$ cat config.mk
export PLATFORM = sky130hd
export DESIGN_NAME = task_switch_seq
export DESIGN_NICKNAME = d
export VERILOG_FILES = /design/src/rtl/tsw_pkg.sv /design/src/rtl/tsw_desc_table.sv /design/src/rtl/tsw_check.sv /design/src/rtl/tsw_fsm.sv /design/src/rtl/task_switch_seq.sv
export SDC_FILE = /design/constraint.sdc
export NUM_CORES = 1
export LEC_CHECK = 0
export ABC_AREA = 1
export CORE_ASPECT_RATIO = 1.75
export CORE_MARGIN = 1
export CORE_UTILIZATION = 26
export CTS_CLUSTER_SIZE = 16
export DETAILED_ROUTE_END_ITERATION = 6
export DONT_BUFFER_PORTS = 1
export HOLD_SLACK_MARGIN = 0.03
export PLACE_DENSITY = 0.39
export SLEW_MARGIN = 20
export SYNTH_ARGS = -nofsm -noshare
export SYNTH_HDL_FRONTEND = slang
export SYNTH_SLANG_ARGS = --single-unit
$ cat constraint.sdc
create_clock -name clk_i -period 3.25 [get_ports clk_i]
set_input_delay 0.65 -clock clk_i [delete_from_list [all_inputs] [get_ports clk_i]]
set_output_delay 0.65 -clock clk_i [all_outputs]
set_load 0.02 [all_outputs]
$ cat src/rtl/tsw_pkg.sv
package tsw_pkg;
  localparam int SEL_W         = 16;
  localparam int MIN_TSS_LIMIT = 103;

  typedef enum logic [1:0] {
    CAUSE_JMP  = 2'd0,
    CAUSE_CALL = 2'd1,
    CAUSE_INT  = 2'd2,
    CAUSE_IRET = 2'd3
  } cause_e;

  typedef enum logic [2:0] {
    FLT_NONE        = 3'd0,
    FLT_TI          = 3'd1,
    FLT_PRIV        = 3'd2,
    FLT_NOT_PRESENT = 3'd3,
    FLT_LIMIT       = 3'd4,
    FLT_BUSY        = 3'd5,
    FLT_NOT_NESTED  = 3'd6
  } fault_e;

  typedef enum logic [2:0] {
    ST_IDLE,
    ST_CHECK,
    ST_SAVE,
    ST_COMMIT,
    ST_LOAD
  } state_e;
endpackage

$ cat src/rtl/tsw_desc_table.sv
module tsw_desc_table
  import tsw_pkg::*;
#(
  parameter int NUM_TASKS = 8,
  parameter int LIM_W     = 20,
  parameter int IDX_W     = 3
) (
  input  logic             clk_i,
  input  logic             rst_ni,
  input  logic             cfg_we_i,
  input  logic [IDX_W-1:0] cfg_idx_i,
  input  logic             cfg_present_i,
  input  logic             cfg_busy_i,
  input  logic [1:0]       cfg_dpl_i,
  input  logic [LIM_W-1:0] cfg_limit_i,
  input  logic [IDX_W-1:0] rd_idx_i,
  output logic             rd_present_o,
  output logic             rd_busy_o,
  output logic [1:0]       rd_dpl_o,
  output logic [LIM_W-1:0] rd_limit_o,
  input  logic [IDX_W-1:0] cur_idx_i,
  output logic [SEL_W-1:0] cur_link_o,
  input  logic             commit_i,
  input  logic [IDX_W-1:0] in_idx_i,
  input  logic             clr_out_busy_i,
  input  logic             set_link_i,
  input  logic [SEL_W-1:0] link_val_i
);
  logic [NUM_TASKS-1:0] present_q;
  logic [NUM_TASKS-1:0] busy_q;
  logic [1:0]           dpl_q   [NUM_TASKS];
  logic [LIM_W-1:0]     limit_q [NUM_TASKS];
  logic [SEL_W-1:0]     link_q  [NUM_TASKS];

  always_ff @(posedge clk_i or negedge rst_ni) begin
    if (!rst_ni) begin
      present_q <= '0;
      busy_q    <= '0;
      for (int e = 0; e < NUM_TASKS; e++) begin
        dpl_q[e]   <= '0;
        limit_q[e] <= '0;
        link_q[e]  <= '0;
      end
    end else if (commit_i) begin
      for (int e = 0; e < NUM_TASKS; e++) begin
        if (in_idx_i == IDX_W'(e)) begin
          busy_q[e] <= 1'b1;
          if (set_link_i) link_q[e] <= link_val_i;
        end else if (clr_out_busy_i && cur_idx_i == IDX_W'(e)) begin
          busy_q[e] <= 1'b0;
        end
      end
    end else if (cfg_we_i) begin
      for (int e = 0; e < NUM_TASKS; e++) begin
        if (cfg_idx_i == IDX_W'(e)) begin
          present_q[e] <= cfg_present_i;
          busy_q[e]    <= cfg_busy_i;
          dpl_q[e]     <= cfg_dpl_i;
          limit_q[e]   <= cfg_limit_i;
        end
      end
    end
  end

  // indices past the table read as an empty descriptor
  always_comb begin
    rd_present_o = 1'b0;
    rd_busy_o    = 1'b0;
    rd_dpl_o     = '0;
    rd_limit_o   = '0;
    if (int'(rd_idx_i) < NUM_TASKS) begin
      rd_present_o = present_q[rd_idx_i];
      rd_busy_o    = busy_q[rd_idx_i];
      rd_dpl_o     = dpl_q[rd_idx_i];
      rd_limit_o   = limit_q[rd_idx_i];
    end
  end

  always_comb begin
    cur_link_o = '0;
    if (int'(cur_idx_i) < NUM_TASKS) cur_link_o = link_q[cur_idx_i];
  end


  incoming_busy_chk: assert property (@(posedge clk_i) disable iff (!rst_ni)
    commit_i |=> busy_q[$past(in_idx_i)]);


  outgoing_busy_clr_chk: assert property (@(posedge clk_i) disable iff (!rst_ni)
    (commit_i && clr_out_busy_i && cur_idx_i != in_idx_i) |=> !busy_q[$past(cur_idx_i)]);
endmodule

$ cat src/rtl/tsw_check.sv
module tsw_check
  import tsw_pkg::*;
#(
  parameter int NUM_TASKS = 8,
  parameter int LIM_W     = 20,
  parameter int IDX_W     = 3
) (
  input  cause_e           cause_i,
  input  logic [SEL_W-1:0] sel_i,
  input  logic             gate_i,
  input  logic [1:0]       gate_dpl_i,
  input  logic [SEL_W-1:0] gate_tss_sel_i,
  input  logic [1:0]       cpl_i,
  input  logic             nt_i,
  input  logic [SEL_W-1:0] cur_link_i,
  input  logic             d_present_i,
  input  logic             d_busy_i,
  input  logic [1:0]       d_dpl_i,
  input  logic [LIM_W-1:0] d_limit_i,
  output logic [SEL_W-1:0] tgt_sel_o,
  output logic [IDX_W-1:0] tgt_idx_o,
  output fault_e           fault_o
);
  logic [1:0] eff_pl;
  logic [1:0] chk_dpl;
  logic       in_range;
  logic       is_iret;
  logic       priv_ok;

  assign is_iret   = (cause_i == CAUSE_IRET);
  assign tgt_sel_o = is_iret ? cur_link_i : (gate_i ? gate_tss_sel_i : sel_i);
  assign tgt_idx_o = tgt_sel_o[3 +: IDX_W];
  assign in_range  = int'(tgt_sel_o[SEL_W-1:3]) < NUM_TASKS;
  assign eff_pl    = (cpl_i > sel_i[1:0]) ? cpl_i : sel_i[1:0];
  assign chk_dpl   = gate_i ? gate_dpl_i : d_dpl_i;
  assign priv_ok   = (chk_dpl >= eff_pl);

  always_comb begin
    fault_o = FLT_NONE;
    if (is_iret && !nt_i)                                  fault_o = FLT_NOT_NESTED;
    else if (tgt_sel_o[2])                                 fault_o = FLT_TI;
    else if ((cause_i == CAUSE_JMP || cause_i == CAUSE_CALL) && !priv_ok)
                                                           fault_o = FLT_PRIV;
    else if (!(in_range && d_present_i))                   fault_o = FLT_NOT_PRESENT;
    else if (d_limit_i < LIM_W'(MIN_TSS_LIMIT))            fault_o = FLT_LIMIT;
    else if (!is_iret && d_busy_i)                         fault_o = FLT_BUSY;
  end
endmodule

$ cat src/rtl/tsw_fsm.sv
module tsw_fsm
  import tsw_pkg::*;
(
  input  logic clk_i,
  input  logic rst_ni,
  input  logic req_i,
  input  logic fault_i,
  input  logic save_ack_i,
  input  logic load_ack_i,
  output logic idle_o,
  output logic check_o,
  output logic commit_o,
  output logic save_req_o,
  output logic load_req_o,
  output logic fault_o,
  output logic done_o
);
  state_e state_q, state_d;
  logic   fault_q, done_q;

  always_comb begin
    state_d = state_q;
    unique case (state_q)
      ST_IDLE:   if (req_i) state_d = ST_CHECK;
      ST_CHECK:  state_d = fault_i ? ST_IDLE : ST_SAVE;
      ST_SAVE:   if (save_ack_i) state_d = ST_COMMIT;
      ST_COMMIT: state_d = ST_LOAD;
      ST_LOAD:   if (load_ack_i) state_d = ST_IDLE;
      default:   state_d = ST_IDLE;
    endcase
  end

  always_ff @(posedge clk_i or negedge rst_ni) begin
    if (!rst_ni) begin
      state_q <= ST_IDLE;
      fault_q <= 1'b0;
      done_q  <= 1'b0;
    end else begin
      state_q <= state_d;
      fault_q <= (state_q == ST_CHECK) && fault_i;
      done_q  <= (state_q == ST_LOAD) && load_ack_i;
    end
  end

  assign idle_o     = (state_q == ST_IDLE);
  assign check_o    = (state_q == ST_CHECK);
  assign commit_o   = (state_q == ST_COMMIT);
  assign save_req_o = (state_q == ST_SAVE);
  assign load_req_o = (state_q == ST_LOAD);
  assign fault_o    = fault_q;
  assign done_o     = done_q;


  req_exclusive_chk: assert property (@(posedge clk_i) disable iff (!rst_ni)
    $onehot0({save_req_o, load_req_o}));


  done_after_load_chk: assert property (@(posedge clk_i) disable iff (!rst_ni)
    done_o |-> $past(load_req_o && load_ack_i));


  load_after_save_chk: assert property (@(posedge clk_i) disable iff (!rst_ni)
    $rose(load_req_o) |-> $past(commit_o));
endmodule

$ cat src/rtl/task_switch_seq.sv
module task_switch_seq
  import tsw_pkg::*;
#(
  parameter int              NUM_TASKS = 8,
  parameter int              LIM_W     = 20,
  parameter logic [15:0]     RESET_TR  = 16'h0008,
  localparam int             IDX_W     = (NUM_TASKS > 1) ? $clog2(NUM_TASKS) : 1
) (
  input  logic             clk_i,
  input  logic             rst_ni,
  input  logic             req_i,
  input  logic [1:0]       cause_i,
  input  logic [15:0]      sel_i,
  input  logic             gate_i,
  input  logic [1:0]       gate_dpl_i,
  input  logic [15:0]      gate_tss_sel_i,
  input  logic [1:0]       cpl_i,
  input  logic             nt_i,
  input  logic             ts_clr_i,
  input  logic             cfg_we_i,
  input  logic [IDX_W-1:0] cfg_idx_i,
  input  logic             cfg_present_i,
  input  logic             cfg_busy_i,
  input  logic [1:0]       cfg_dpl_i,
  input  logic [LIM_W-1:0] cfg_limit_i,
  input  logic             save_ack_i,
  input  logic             load_ack_i,
  output logic             ready_o,
  output logic [15:0]      tr_sel_o,
  output logic             nt_o,
  output logic             ts_o,
  output logic             fault_o,
  output logic [2:0]       fault_code_o,
  output logic             save_req_o,
  output logic             load_req_o,
  output logic             done_o
);
  cause_e           cause_q;
  logic [SEL_W-1:0] sel_q, gsel_q;
  logic             gate_q, nt_in_q;
  logic [1:0]       gdpl_q, cpl_q;
  logic [SEL_W-1:0] tr_q;
  logic             ts_q, nt_q;
  fault_e           code_q;

  logic             idle, check, commit;
  logic             rd_present, rd_busy;
  logic [1:0]       rd_dpl;
  logic [LIM_W-1:0] rd_limit;
  logic [SEL_W-1:0] cur_link, tgt_sel;
  logic [IDX_W-1:0] tgt_idx;
  fault_e           fault_d;
  logic             link_cause;

  assign link_cause = (cause_q == CAUSE_CALL) || (cause_q == CAUSE_INT);

  always_ff @(posedge clk_i or negedge rst_ni) begin
    if (!rst_ni) begin
      cause_q <= CAUSE_JMP;
      sel_q   <= '0;
      gsel_q  <= '0;
      gate_q  <= 1'b0;
      gdpl_q  <= '0;
      cpl_q   <= '0;
      nt_in_q <= 1'b0;
    end else if (idle && req_i) begin
      cause_q <= cause_e'(cause_i);
      sel_q   <= sel_i;
      gsel_q  <= gate_tss_sel_i;
      gate_q  <= gate_i;
      gdpl_q  <= gate_dpl_i;
      cpl_q   <= cpl_i;
      nt_in_q <= nt_i;
    end
  end

  always_ff @(posedge clk_i or negedge rst_ni) begin
    if (!rst_ni) begin
      tr_q   <= RESET_TR;
      ts_q   <= 1'b0;
      nt_q   <= 1'b0;
      code_q <= FLT_NONE;
    end else begin
      if (commit) begin
        tr_q <= tgt_sel & ~16'h0003;
        nt_q <= link_cause;
        ts_q <= 1'b1;
      end else if (ts_clr_i) begin
        ts_q <= 1'b0;
      end
      if (check && fault_d != FLT_NONE) code_q <= fault_d;
    end
  end

  tsw_desc_table #(
    .NUM_TASKS(NUM_TASKS), .LIM_W(LIM_W), .IDX_W(IDX_W)
  ) i_table (
    .clk_i          (clk_i),
    .rst_ni         (rst_ni),
    .cfg_we_i       (cfg_we_i && idle),
    .cfg_idx_i      (cfg_idx_i),
    .cfg_present_i  (cfg_present_i),
    .cfg_busy_i     (cfg_busy_i),
    .cfg_dpl_i      (cfg_dpl_i),
    .cfg_limit_i    (cfg_limit_i),
    .rd_idx_i       (tgt_idx),
    .rd_present_o   (rd_present),
    .rd_busy_o      (rd_busy),
    .rd_dpl_o       (rd_dpl),
    .rd_limit_o     (rd_limit),
    .cur_idx_i      (tr_q[3 +: IDX_W]),
    .cur_link_o     (cur_link),
    .commit_i       (commit),
    .in_idx_i       (tgt_idx),
    .clr_out_busy_i (!link_cause),
    .set_link_i     (link_cause),
    .link_val_i     (tr_q)
  );

  tsw_check #(
    .NUM_TASKS(NUM_TASKS), .LIM_W(LIM_W), .IDX_W(IDX_W)
  ) i_check (
    .cause_i        (cause_q),
    .sel_i          (sel_q),
    .gate_i         (gate_q),
    .gate_dpl_i     (gdpl_q),
    .gate_tss_sel_i (gsel_q),
    .cpl_i          (cpl_q),
    .nt_i           (nt_in_q),
    .cur_link_i     (cur_link),
    .d_present_i    (rd_present),
    .d_busy_i       (rd_busy),
    .d_dpl_i        (rd_dpl),
    .d_limit_i      (rd_limit),
    .tgt_sel_o      (tgt_sel),
    .tgt_idx_o      (tgt_idx),
    .fault_o        (fault_d)
  );

  tsw_fsm i_fsm (
    .clk_i      (clk_i),
    .rst_ni     (rst_ni),
    .req_i      (req_i),
    .fault_i    (fault_d != FLT_NONE),
    .save_ack_i (save_ack_i),
    .load_ack_i (load_ack_i),
    .idle_o     (idle),
    .check_o    (check),
    .commit_o   (commit),
    .save_req_o (save_req_o),
    .load_req_o (load_req_o),
    .fault_o    (fault_o),
    .done_o     (done_o)
  );

  assign ready_o      = idle;
  assign tr_sel_o     = tr_q;
  assign nt_o         = nt_q;
  assign ts_o         = ts_q;
  assign fault_code_o = code_q;


  tr_hold_save_chk: assert property (@(posedge clk_i) disable iff (!rst_ni)
    save_req_o |=> $stable(tr_sel_o));


  fault_code_valid_chk: assert property (@(posedge clk_i) disable iff (!rst_ni)
    fault_o |-> fault_code_o != FLT_NONE);


  fault_keeps_tr_chk: assert property (@(posedge clk_i) disable iff (!rst_ni)
    fault_o |-> $stable(tr_sel_o) && !done_o);


  ts_set_on_commit_chk: assert property (@(posedge clk_i) disable iff (!rst_ni)
    $rose(ts_o) |-> $past(commit));


  tr_rpl_clear_chk: assert property (@(posedge clk_i) disable iff (!rst_ni)
    $past(commit) |-> tr_sel_o[1:0] == 2'b00);
endmodule

==> results of run 1 <==
==> through the flow <==
step / util (%) / hold slack [ps] / cells / total power, uW / area [um^2]
floorplan: - / 354 / 1862 / 12600 / 16200
global placement: 28.6 / 385 / 2659 / 16300 / 17500
detailed placement: 28.6 / 383 / 2659 / 16400 / 17500
CTS: 30.8 / -242 / 2730 / 21200 / 18900
global route: 31.2 / -233 / 2739 / 23000 / 19100
finish: 31.2 / -198 / 2739 / 21300 / 19100
==> how the worst max path moves through the flow <==
stage | endpoint | slack, ps
6_report | fault_code_o[0]$_DFFE_PN0P_ | 70
5_1_grt | fault_code_o[0]$_DFFE_PN0P_ | -200
4_1_cts | fault_code_o[0]$_DFFE_PN0P_ | 10
3_5_place_dp | fault_code_o[0]$_DFFE_PN0P_ | -100
3_3_place_gp | fault_code_o[2]$_DFFE_PN0P_ | -60
2_1_floorplan | fault_code_o[0]$_DFFE_PN0P_ | 130
==> layer usage <==
metal  GRT usage [%]  part of all wire (%)  vias up
met5               0                 0.083        -
met2            31.3                    53      216
li1                -                     -     6227
met4            5.69                   3.1        8
met3            3.05                   4.1       72
met1            18.8                    40     6148
==> cells in the mapped netlist, drive strengths merged, types with 14 or more instances <==
cell	n	area share (%)
nand3	53	1.8
nand2	571	13
clkbuf	73	1.7
inv	104	2.4
mux2	32	2.2
o21ai	366	11
dfrtp	365	57
nor3	17	0.53
nor2	128	3.1
a22oi	18	0.84
nand4	15	0.58
o22ai	14	0.54
a21oi	17	0.55
buf	24	1.0
nand3b	17	0.79
==> power by group <==
part,switching (uW),internal (uW),leakage [uW],total (uW)
combinational,5570,3680,0.00342,9250
sequential,1110,6340,0.00473,7460
clock,1930,2680,0.000652,4610
total,8620,12700,0.00880,21300
==> worst register-to-register path: cells and delay by family (launching register included) <==
family | cells | cell delay, ps
buffers and inverters | 2 | 250
AND/OR/NAND/NOR | 13 | 1280
flip-flops | 1 | 660
AO/OA/AOI/OAI | 6 | 640
adder cells (fa/ha/maj) | 1 | 250
==> registers in the layout, summed over array words and instances, names as in the netlist, 2 cells and up <==
name	count
fault_code_o	3
i_table.link_q	112
cause_q	2
sel_q	16
i_table.busy_q	8
i_fsm.state_q	3
gdpl_q	2
i_table.dpl_q	16
i_table.present_q	8
cpl_q	2
tr_sel_o	14
gsel_q	14
i_table.limit_q	160
==> repair_timing <==
action	4_1_cts	5_1_grt
pin swaps	0	19
endpoints found under the setup margin	5	5
cloned	0	0
gates resized for setup	7	39
endpoints found under the hold margin	365	365
setup buffers	0	9
==> logic make-up after synthesis <==
group,count (synthesis)
and+or+nand+nor,815
AOI/OAI and AO/OA,438
DFF,366
buffers and inverters,201
muxes,32
adders and majority gates,8
other,1
==> final cells by class <==
type                       count  area share [%]
inverter                     104            2.11
clock inverter                12           0.655
clock buffer                  59            6.19
timing repair buffer         110            4.91
sequential                   366            48.0
multi-input combinational   1295            33.0
tap                          793            5.19
==> impl.org, run 1 <==
** Clock network
- Number of levels in the clock H-tree :: 2
- Clock tree from TritonCTS :: built
- TritonCTS Buffers :: 40
- Clock-pin slew was measured on the worst setup and hold paths at 60 ps.
- Buffers from clock root to sink, at most :: 3
- Clock insertion delay at the later pin of the skew report :: 580 ps
- CTS placed an instance of sky130_fd_sc_hd__clkbuf_16 at the clock tree root.
- CTS saw 366 sinks.

** Yosys
- In the synthesized netlist the dominant register cell turns out to be sky130_fd_sc_hd__dfrtp_1.
- After Yosys synthesis, XOR and XNOR cells account for 0% of the synthesized area.
- The cell area that synthesis handed to floorplanning was 16100 um^2.
- The synthesized netlist devotes 14.4% of its cell area to compound gates.
- The cell count after synthesis came out at between 1500 and 2000.
- Library cells used by synthesis :: 44
- Area share of fa/ha/maj cells after synthesis :: 0.620%
- The portion of synthesized area spent on multiplexers is 2.23%.
- Total of flip-flops plus latches after synthesis :: ~370
- A synthesized cell averages 8.68 um^2.
- Share of synthesized area occupied by flip-flops and latches :: 56.7%
- EDFF count, synth :: 0
- The Yosys step of the flow raised 0 warnings.
- In the synthesized netlist the async set-or-reset flop fraction comes to 100%.
- Dominant combinational cell family by area after synthesis :: simple AND/OR/NAND/NOR gates
- Area fraction in and, or, nand and nor cells after synthesis :: 20.8%

** Die
- Number of rows created at floorplan :: 120
- In this run the count of I/O pins placed on the die edge is 100.
- The initial utilization of the core area, before any placement, comes to 26.4%.
- Area of the die :: 63200 um^2
- DIE WIDTH :: 190 um
- Vert. Die Dim :: 332 um
- The floorplan step defined a core boundary enclosing ~61000 um^2.

** Setup path
- On the worst path, the slowest cell contributes a delay of 660 ps.
- The critical path goes through buf_6, o21ai_2, nand2_1, nand3_2, nand3_4, nand2_8, nor2_4, inv_2, o22ai_1, o31ai_1, o22ai_1, ha_1, o21ai_1, nand2_1, nand4_1, nand2_1, nand2_2, a21oi_2, nand2_2, nand2_4, nand2_2, nand2_1.
- Beginning of the worst register-to-register path :: tr_sel_o[3]$_DFFE_PN1P_
- The worst register-to-register path ends at fault_code_o[0]$_DFFE_PN0P_.
- Data required time of the critical path :: between 3000 and 4000 ps
- Together, buffers and inverters on the worst path number 2.
- Critical path class :: flip-flop to flip-flop
- At the worst endpoint, the arrival time is 3640 ps.
- Most Frequent Cell on Critical Path :: sky130_fd_sc_hd__nand2_1
- The most critical setup path has its startpoint at tr_sel_o[3]$_DFFE_PN1P_.
- STA classifies the critical path endpoint as a flip-flop.
- In this run the register-to-register setup slack is 70 ps.
- Depth of the critical timing path with buffers and inverters included :: 22
- Of all nets on the critical path, the largest fanout is 7.
- The slowest stage of the critical path belongs to the cell sky130_fd_sc_hd__dfstp_2.
- Kind of start point of the critical path :: flip-flop
- R2R depth :: 22
- The cell family contributing the most delay on the critical path is simple AND/OR/NAND/NOR gates.

** Timing
- Final Critical Period :: 3180 ps
- Between clock sinks in the finished design, the worst skew comes to 27.8 ps.
- Worst slew pin tran :: 763 ps
- Final-report setup violation count :: 0
- The worst pin sits at a relative slew slack of 48.7%.
- On the final layout, the worst hold slack is -198 ps.
- Dividing the final minimum period by the clock period gives a little over nine tenths.
- The number of max-slew violations in the final report is 0.
- Setup TNS Final :: 0 ps
- Timing would allow up to ~0.31 GHz.
- RSZ-0062 raised after global routing :: yes
- Final critical-path setup slack :: 73.0 ps
- Final Hold Viols :: 365

** Layout
- Combined area of the multi-input logic cells :: 6300 um^2
- Share of cells above drive strength 1 :: between 10% and 20%
- Commonest cells after routing, fill and taps aside :: sky130_fd_sc_hd__nand2_1, sky130_fd_sc_hd__dfrtp_1, sky130_fd_sc_hd__o21ai_0
- Flip-flop and latch area :: 9160 um^2
- Relative to the synthesized area, the layout overhead comes to 18.3%.
- Number of antenna repair diodes :: 0
- The library cell used most frequently in the layout, excluding fill and tap cells, is sky130_fd_sc_hd__nand2_1.
- Counting the fill cells in the layout gives approximately 6600.
- Net count, final :: approximately 2000

** Job
- Max cap viols :: 0

** Global routing
- Global-route wire length before repair :: approximately 80000 um
- Maximum number of pins on one net before global-route repair :: about 370
- Number of antenna violations at the first check in global routing :: 4
- Global routing used 16.8% of the available tracks across all layers.
- Vias in the first global route :: 13100
- Remaining Overflow, GRT :: 0

** Worst hold path
- Class of the most critical hold timing path :: input port to asynchronous set/reset pin

** Routing
- In this run the remaining antenna-violating nets after routing total 0.
- After detailed routing, the number of remaining DRC violations is 0.
- Violation count after the first detailed-routing iteration :: 778
- The final layout contains routed wiring with a total length of 51900 um.
- Count of TritonRoute iterations in the first routing pass :: 5
- After detailed routing, the number of vias per cell comes to 4.63.
- Routed wire per std cell :: around 19 um
- The final route contains 12700 vias.

** Placement
- Placer Congestion :: 0.795
- Sum of net half-perimeters after detailed placement :: 34200 um
- IO buf count :: 0
- Worst slack at placement :: -97.3 ps

** Outcome
- The run finished, with violations left.
- The checks that failed: hold timing.

** Power and ir drop
- In this run the power density over the cells is 1120 nW/um^2.
- For this design the static power due to leakage is 0.00880 uW.
- Worst VDD drop :: 0.432 mV
Note: power is estimated with default switching activity, not from simulation.
==> run 2, diff against run 1 <==
CORE_UTILIZATION = 45   (was 26)
PLACE_DENSITY = 0.6   (was 0.39)
REMOVE_ABC_BUFFERS = 1   (was default)
==> impl.org, run 2 (synthesized netlist as in run 1, its figures left out) <==
** Outcome
- The flow ran to the end, but the final reports show violations.
- The final reports fail on hold timing.

** Routing
- The detailed-routed wire length on met2 came to 22900 um (-17%).
- Violation count after the first detailed-routing iteration :: 812 (+4.4%)
- Post-DR vias/cell :: 5.36 (+16%)
- Routed wire per std cell :: 18.3 um (-3.6%)
- The detailed-routing wirelength on met1 came to 17100 um (-17%).
- Wire length on met3 :: 1890 um (-12%)
- Total vias in the final route :: 12800 (+0.99%)
- The highest layer touched by signal routing is met4.
- Count of TritonRoute iterations in the first routing pass :: 5 (unchanged)
- The number of nets still failing antenna checks after routing was 0 (unchanged).
- The total routed wirelength came to 43600 um (-16%).
- DRC :: 0 (unchanged)

** Setup path
- The arrival time reported for the critical path endpoint came to 3630 ps (about the same).
- Depth of the critical timing path with buffers and inverters included :: 22 (unchanged)
- The top fanout value on the critical path came to 8 (+1).
- Data required time of the critical path :: 3670 ps (-50 ps)
- Largest stage delay on the critical path :: 630 ps (-30 ps)
- Walking the worst path, the cells encountered are inv_6, buf_4, nand2_1, nand2_1, nand2_1, nand3_2, nand3_4, nand2_8, nand2_2, o22ai_2, o31ai_2, o22ai_1, ha_1, o21ai_2, nand2_1, nand4_1, nor2_2, a21oi_2, nand2_2, nand2_4, nand2_1, nand2_1.
- The slowest stage of the critical path belongs to the cell sky130_fd_sc_hd__dfstp_2.
- The critical path is of the flip-flop to flip-flop type.
- Cell family contributing the most delay on the critical path :: simple AND/OR/NAND/NOR gates
- Kind of start point of the critical path :: flip-flop
- Beginning of the worst register-to-register path :: tr_sel_o[3]$_DFFE_PN1P_
- The most critical setup path has its endpoint at fault_code_o[2]$_DFFE_PN0P_.
- The cell depth of the worst flop-to-flop path was 22 (unchanged).
- Setup crit end kind :: flip-flop
- Crit Reg-Reg Endpoint :: fault_code_o[2]$_DFFE_PN0P_
- The sum of buffers and inverters on the critical path is 2 (unchanged).
- Most Frequent Cell on Critical Path :: sky130_fd_sc_hd__nand2_1
- Launch point of the critical path :: tr_sel_o[3]$_DFFE_PN1P_
- The setup slack on the worst flop-to-flop path came to 40 ps (-30 ps).

** Layout
- The total of fill cells in the finished design came to 3336 (-49%).
- Share of cells above drive strength 1 :: 12.9% (-0.51 points)
- Net count, final :: 1976 (-1.2%)
- Relative to the synthesized area, the layout overhead comes to 14.8%.
- The multi-input combinational cell area came to 6320 um^2 (+0.26%).
- Largest regs :: i_table.limit_q (160), i_table.link_q (112)
- Commonest cells after routing, fill and taps aside :: sky130_fd_sc_hd__nand2_1, sky130_fd_sc_hd__dfrtp_1, sky130_fd_sc_hd__o21ai_0
- The register area is 9160 um^2 (about the same).
- Counting flops per register, the top entry is i_table.limit_q.
- Max reg flops :: 160 (unchanged)
- Commonest non-fill, non-tap cell in the layout :: sky130_fd_sc_hd__nand2_1

** Clock network
- Number of levels in the clock H-tree :: 2 (unchanged)
- The number of buffers added by the clock tree synthesis step is 37 (-7.5%).
- The worst-case clock buffer depth came to 3 (unchanged).
- Clock insertion delay at the later pin of the skew report :: 540 ps (-40 ps)
- Clock tree from TritonCTS :: built
- The total clock sinks is 366 (unchanged).
- Register clock-pin slew on the reported worst setup and hold paths :: 70 ps (about the same)
- Buffer type at the clock tree root :: sky130_fd_sc_hd__clkbuf_16

** Die
- The standard cell core area came to 35300 um^2 (-42%).
- The die span in x is 145 um (-24%).
- Number of rows created at floorplan :: 91 (-24%)
- Vert. Die Dim :: 253 um (-24%)
- The initial cell density of the core was 45.8% (+19 points).
- The area of the die was 36700 um^2 (-42%).
- The number of top-level pins came to 100 (unchanged).

** Timing
- The total of endpoints with negative setup slack in the final report was 0 (unchanged).
- Final critical-path setup slack :: 43.0 ps (-30.0 ps)
- Final Critical Period :: 3210 ps (+30.0 ps)
- RSZ-0062 raised after global routing :: yes
- The final period utilization came to 98.7% (+0.92 points).
- The number of max-slew violations in the final report is 0 (unchanged).
- The sum of negative setup slack was 0 ps (unchanged).
- The hold violation total from the final report came to 179 (-51%).
- The highest clock rate is 0.312 GHz (-0.94%).
- The smallest hold slack came to -185 ps (+12.6 ps).
- Worst slew pin tran :: 973 ps (+210 ps)
- Post-Route Skew :: 22.5 ps (-5.35 ps)
- The normalized max-slew margin came to 35.1% (-14 points).

** Global routing
- Remaining Overflow, GRT :: 0 (unchanged)
- The pin count of the biggest net entering global routing was 367 (unchanged).
- Number of antenna violations at the first check in global routing :: 0 (-4)
- Global-route usage over all layers :: 24.4% (+7.6 points)
- The global-route wire length before repair came to 69600 um (-13%).
- Vias in the first global route :: 12700 (-2.9%)

** Placement
- Worst slack at placement :: -59.5 ps (+37.9 ps)
- IO buf count :: 0 (unchanged)
- The half-perimeter wire length of the detailed placement result came to 28900 um (-15%).
- Placer Congestion :: 0.868 (+9.2%)

** Power and ir drop
- The total power density per cell area was 1110 nW/um^2 (-0.51%).
- The leakage power of the design came to 0.00869 uW (-1.2%).
- Worst VDD drop :: 0.528 mV (+22%)

** Job
- Max cap viols :: 0 (unchanged)

** Worst hold path
- The worst hold path belongs to the class input port to asynchronous set/reset pin.
[run 2: cell count changes in the layout (fill, tap and decap cells not counted), moves of 2 or more]
| cell | before | now |
|---|---|---|
| sky130_fd_sc_hd__buf_4 | 95 | 80 |
| sky130_fd_sc_hd__buf_6 | 8 | 3 |
| sky130_fd_sc_hd__clkbuf_1 | 8 | 3 |
| sky130_fd_sc_hd__clkbuf_8 | 11 | 9 |
| sky130_fd_sc_hd__clkinv_2 | 8 | 11 |
| sky130_fd_sc_hd__inv_2 | 8 | 6 |
| sky130_fd_sc_hd__nand2_2 | 9 | 11 |
| sky130_fd_sc_hd__nand3_1 | 41 | 44 |
| sky130_fd_sc_hd__nand3_2 | 9 | 7 |
| sky130_fd_sc_hd__o22ai_1 | 14 | 12 |
| sky130_fd_sc_hd__o22ai_2 | 0 | 2 |
[run 2: area by class of cell]
cell class | count | area share (%)
flip-flops and latches | 366 | 49.4
multi-input cells | 1295 | 34.1
clock buffers | 51 | 5.99
repair buffers | 90 | 4.18
well taps | 465 | 3.14
inverters | 104 | 2.21
clock inverters | 17 | 0.958
diodes | 1 | 0.0135
[run 2: stage by stage]
stage | util (%) | instances | area [um^2] | power, uW
after global placement | 48.2 | 2311 | 17000 | 15500
final | 52.5 | 2389 | 18500 | 20600
after detailed placement | 48.2 | 2311 | 17000 | 15700
after CTS | 52.0 | 2382 | 18400 | 20400
after global routing | 52.5 | 2388 | 18500 | 22100
after floorplan | - | 1765 | 15700 | 12300
[run 2: worst min path at each step]
stage	from	to	slack [ps]	depth (start not counted)
after floorplan	rst_ni	cause_q[0]$_DFFE_PN0P_	350	0
after global placement	rst_ni	i_table.link_q[55]$_DFFE_PN0P_	370	0
after detailed placement	rst_ni	i_table.link_q[47]$_DFFE_PN0P_	370	0
after CTS	rst_ni	ts_o$_DFFE_PN0P_	-200	0
after global routing	rst_ni	i_table.link_q[15]$_DFFE_PN0P_	-210	0
final	rst_ni	i_table.link_q[55]$_DFFE_PN0P_	-190	0
[run 2: metal layers]
layer,global-route usage (%),up-vias
met4,10.6,0
met3,3.77,97
li1,-,6190
met5,0,-
met2,45.0,307
met1,27.8,6202
[run 2: timing repair]
item / CTS / global route
endpoints found under the hold margin: 365 / 365
gates resized for setup: 9 / 35
buffers inserted: 3 / 7
endpoints found under the setup margin: 4 / 5
pin swaps: 4 / 13
[run 2: where the power goes]
group          internal [uW]  switching [uW]
registers               6340            1120
clock network           2650            1820
logic                   3370            5280
==> run 3, diff against run 2 <==
CORE_MARGIN = 2   (was 1)
==> impl.org, run 3 (synthesized netlist as in run 1, its figures left out) <==
** Layout
- Fill cell total of the finished layout :: 3367 (+0.93%)
- The multi-input combinational cell area was 6340 um^2 (+0.30%).
- The total number of nets in the final design is 1977 (+0.051%).
- Largest reg by FF count :: i_table.limit_q
- Max reg flops :: 160 (unchanged)
- Share of cells above drive strength 1 :: 12.7% (-0.27 points)
- Synth-to-Final Area Change :: 14.5%
- The library cell used most frequently in the layout, excluding fill and tap cells, is sky130_fd_sc_hd__nand2_1.
- Largest regs :: i_table.limit_q (160), i_table.link_q (112)
- The share of the core filled with cells is 52.4% (-0.11 points).
- Commonest cells after routing, fill and taps aside :: sky130_fd_sc_hd__nand2_1, sky130_fd_sc_hd__dfrtp_1, sky130_fd_sc_hd__o21ai_0
- The register area was 9160 um^2 (about the same).

** Global routing
- The pin count of the biggest net entering global routing was 367 (unchanged).
- Number of antenna violations at the first check in global routing :: 0 (unchanged)
- The global-route wire length before repair is 70400 um (+1.2%).
- The global-route total usage across every layer is 24.1% (-0.33 points).
- The total global routing overflow is 0 (unchanged).
- The number of global-route vias before repair was 12900 (+1.3%).

** Power and ir drop
- The worst IR drop on VDD is 0.544 mV (+3.1%).
- Relative contribution of the clock network to total power :: 21.7% (about the same)
- The leakage power of the design was 0.00866 uW (-0.34%).
- The part of the power in combinational logic is 42.4% (+0.4 points).
- Cell internal pwr :: 12400 uW (+0.43%)
- Power per unit of standard cell area :: 1120 nW/um^2 (+1.1%)
- Sequential share of power :: 35.9% (-0.4 points)
- The switching fraction of total power came to 40.2% (+0.28 points).
- The net switching power was 8360 uW (+1.6%).

** Setup path
- R2R depth :: 21 (-4.5%)
- In this run the critical register-to-register path is launched from cause_q[0]$_DFFE_PN0P_.
- Among all stages on the critical path, the largest delay is contributed by sky130_fd_sc_hd__dfrtp_1.
- Crit Reg-Reg Endpoint :: fault_code_o[1]$_DFFE_PN0P_
- Setup crit end kind :: flip-flop
- STA classifies the critical path startpoint as a flip-flop.
- Data required time of the critical path :: 3720 ps (+50 ps)
- By instance count, the cell type seen most on the critical path is sky130_fd_sc_hd__nand2_1.
- Maximum fanout along the worst path :: 6 (-2)
- The largest incremental delay on the critical path is 410 ps (-220 ps).
- The setup slack on the worst flop-to-flop path is 60 ps (+20 ps).
- Data arrival time at the worst-slack endpoint :: 3660 ps (+30 ps)
- The critical path is of the flip-flop to flip-flop type.
- The signal on the critical path passes through ha_1, inv_1, nand3_1, nand2_8, buf_6, nor2_4, a22oi_2, nand4_1, nand3_2, nand2_1, ha_1, o21ai_2, nand2_1, nand4_1, nand2_1, nand2_2, a21oi_2, nand2_2, nand2_4, nand2_1, nand2_1.

** Clock network
- Clock tree sinks :: 366 (unchanged)
- The clock network latency to the later pin of the worst-skew pair was 530 ps (about the same).
- Buffers from clock root to sink, at most :: 3 (unchanged)
- Register clock-pin slew on the reported worst setup and hold paths :: 60 ps (about the same)
- Clock tree from TritonCTS :: built
- Buffer type at the clock tree root :: sky130_fd_sc_hd__clkbuf_16
- The number of buffers added by the clock tree synthesis step is 37 (unchanged).
- Number of levels in the clock H-tree :: 2 (unchanged)

** Timing
- Maximum frequency from static timing analysis :: 0.313 GHz (+0.47%)
- The normalized max-slew margin came to -1.43% (-37 points).
- Count of pins over their slew limit :: 41 (+41)
- Setup repair after global routing could not meet its margin everywhere.
- The final period utilization was 98.2% (-0.47 points).
- Worst hold margin :: -174 ps (+11.0 ps)
- Final Hold Viols :: 77 (-57%)
- Post-Route Skew :: 13.1 ps (-9.33 ps)
- Setup TNS Final :: 0 ps (unchanged)
- Worst slew pin tran :: 1520 ps (+548 ps)
- The total of endpoints with negative setup slack in the final report was 0 (unchanged).
- Final Critical Period :: 3190 ps (-15.1 ps)

** Die
- Total core area :: 35300 um^2 (unchanged)
- The number of rows created at floorplan is 91 (unchanged).
- The height of the die was 255 um (+0.79%).
- The number of top-level pins was 100 (unchanged).
- The die span in x came to 147 um (+1.4%).
- The area of the die came to 37500 um^2 (+2.2%).
- Starting density of the core :: 45.8% (unchanged)

** Outcome
- Violations in the final reports :: hold timing, slew limit
- Status :: complete, but fails checks

** Routing
- Final routed wirelength across all metal layers :: 44300 um (+1.5%)
- Count of TritonRoute iterations in the first routing pass :: 6 (+1)
- The detailed-route DRC error count came to 0 (unchanged).
- Total vias in the final route :: 12800 (-0.16%)
- Routed wire per std cell :: 18.6 um (+1.7%)
- The via-per-instance ratio came to 5.36 (about the same).
- The number of nets still failing antenna checks after routing is 0 (unchanged).
- Violation count after the first detailed-routing iteration :: 904 (+11%)

** Placement
- The global placer's final weighted congestion is 0.842 (-3.0%).
- The half-perimeter wire length of the detailed placement result is 29200 um (+0.87%).
- The number of buffers added on ports was 0 (unchanged).

** Worst hold path
- The worst hold path belongs to the class input port to asynchronous set/reset pin.

** Job
- The number of max-cap violations is 0 (unchanged).
run 3: layer usage:
metal  up-vias  GRT usage (%)  routed length (um)
met5         -              0                   0
met4         0           11.1                2070
met3       111           3.56                1940
met2       328           44.5               23500
met1      6162           27.3               16800
li1       6175              -                   -
run 3: worst max-delay path by stage:
stage,from,endpoint,slack (ps)
global placement,tr_sel_o[3]$_DFFE_PN1P_,fault_code_o[2]$_DFFE_PN0P_,-60
detailed placement,tr_sel_o[3]$_DFFE_PN1P_,fault_code_o[2]$_DFFE_PN0P_,-70
floorplan,i_fsm.state_q[1]$_DFFE_PN0P_,i_table.link_q[50]$_DFFE_PN0P_,-420
CTS,tr_sel_o[3]$_DFFE_PN1P_,fault_code_o[0]$_DFFE_PN0P_,5
finish,cause_q[0]$_DFFE_PN0P_,fault_code_o[1]$_DFFE_PN0P_,60
global route,tr_sel_o[3]$_DFFE_PN1P_,fault_code_o[2]$_DFFE_PN0P_,-180
run 3: power by group through the flow:
stage,Combinational (uW),Clock (uW),Sequential [uW]
CTS,8300,4600,7450
global placement,7990,0,7450
detailed placement,8120,0,7510
floorplan,4990,0,7270
global route,9810,4790,7690
finish,8810,4500,7460
run 3: worst max-delay path, delay by kind of cell, from the launching register on:
kind,cells,cell delay [ps]
adders and majority gates,2,560
and+or+nand+nor,14,1490
DFF,1,410
buffers and inverters,2,350
AOI/OAI and AO/OA,3,300
run 3: layout make-up:
| class | count | area share (%) |
|---|---|---|
| repair buffers | 91 | 4.08 |
| multi-input cells | 1295 | 34.3 |
| well taps | 465 | 3.15 |
| clock buffers | 44 | 5.31 |
| inverters | 104 | 2.23 |
| flip-flops and latches | 366 | 49.5 |
| diodes | 1 | 0.0135 |
| clock inverters | 17 | 1.44 |
run 3: what timing repair did:
item,in CTS,in global routing
setup buffers,5,8
pin swaps,3,17
hold endpoints to repair,366,365
gates resized for setup,10,53
setup endpoints to repair,5,5
run 3: stage by stage:
stage               instance area [um^2]  power, uW  worst slack (ps)  instances
finish                             18500      20800              58.2       2383
floorplan                          15700      12300              -417       1765
CTS                                18200      20400              4.86       2374
global route                       18500      22300              -181       2382
global placement                   16900      15400             -59.5       2308
detailed placement                 16900      15600             -74.9       2308
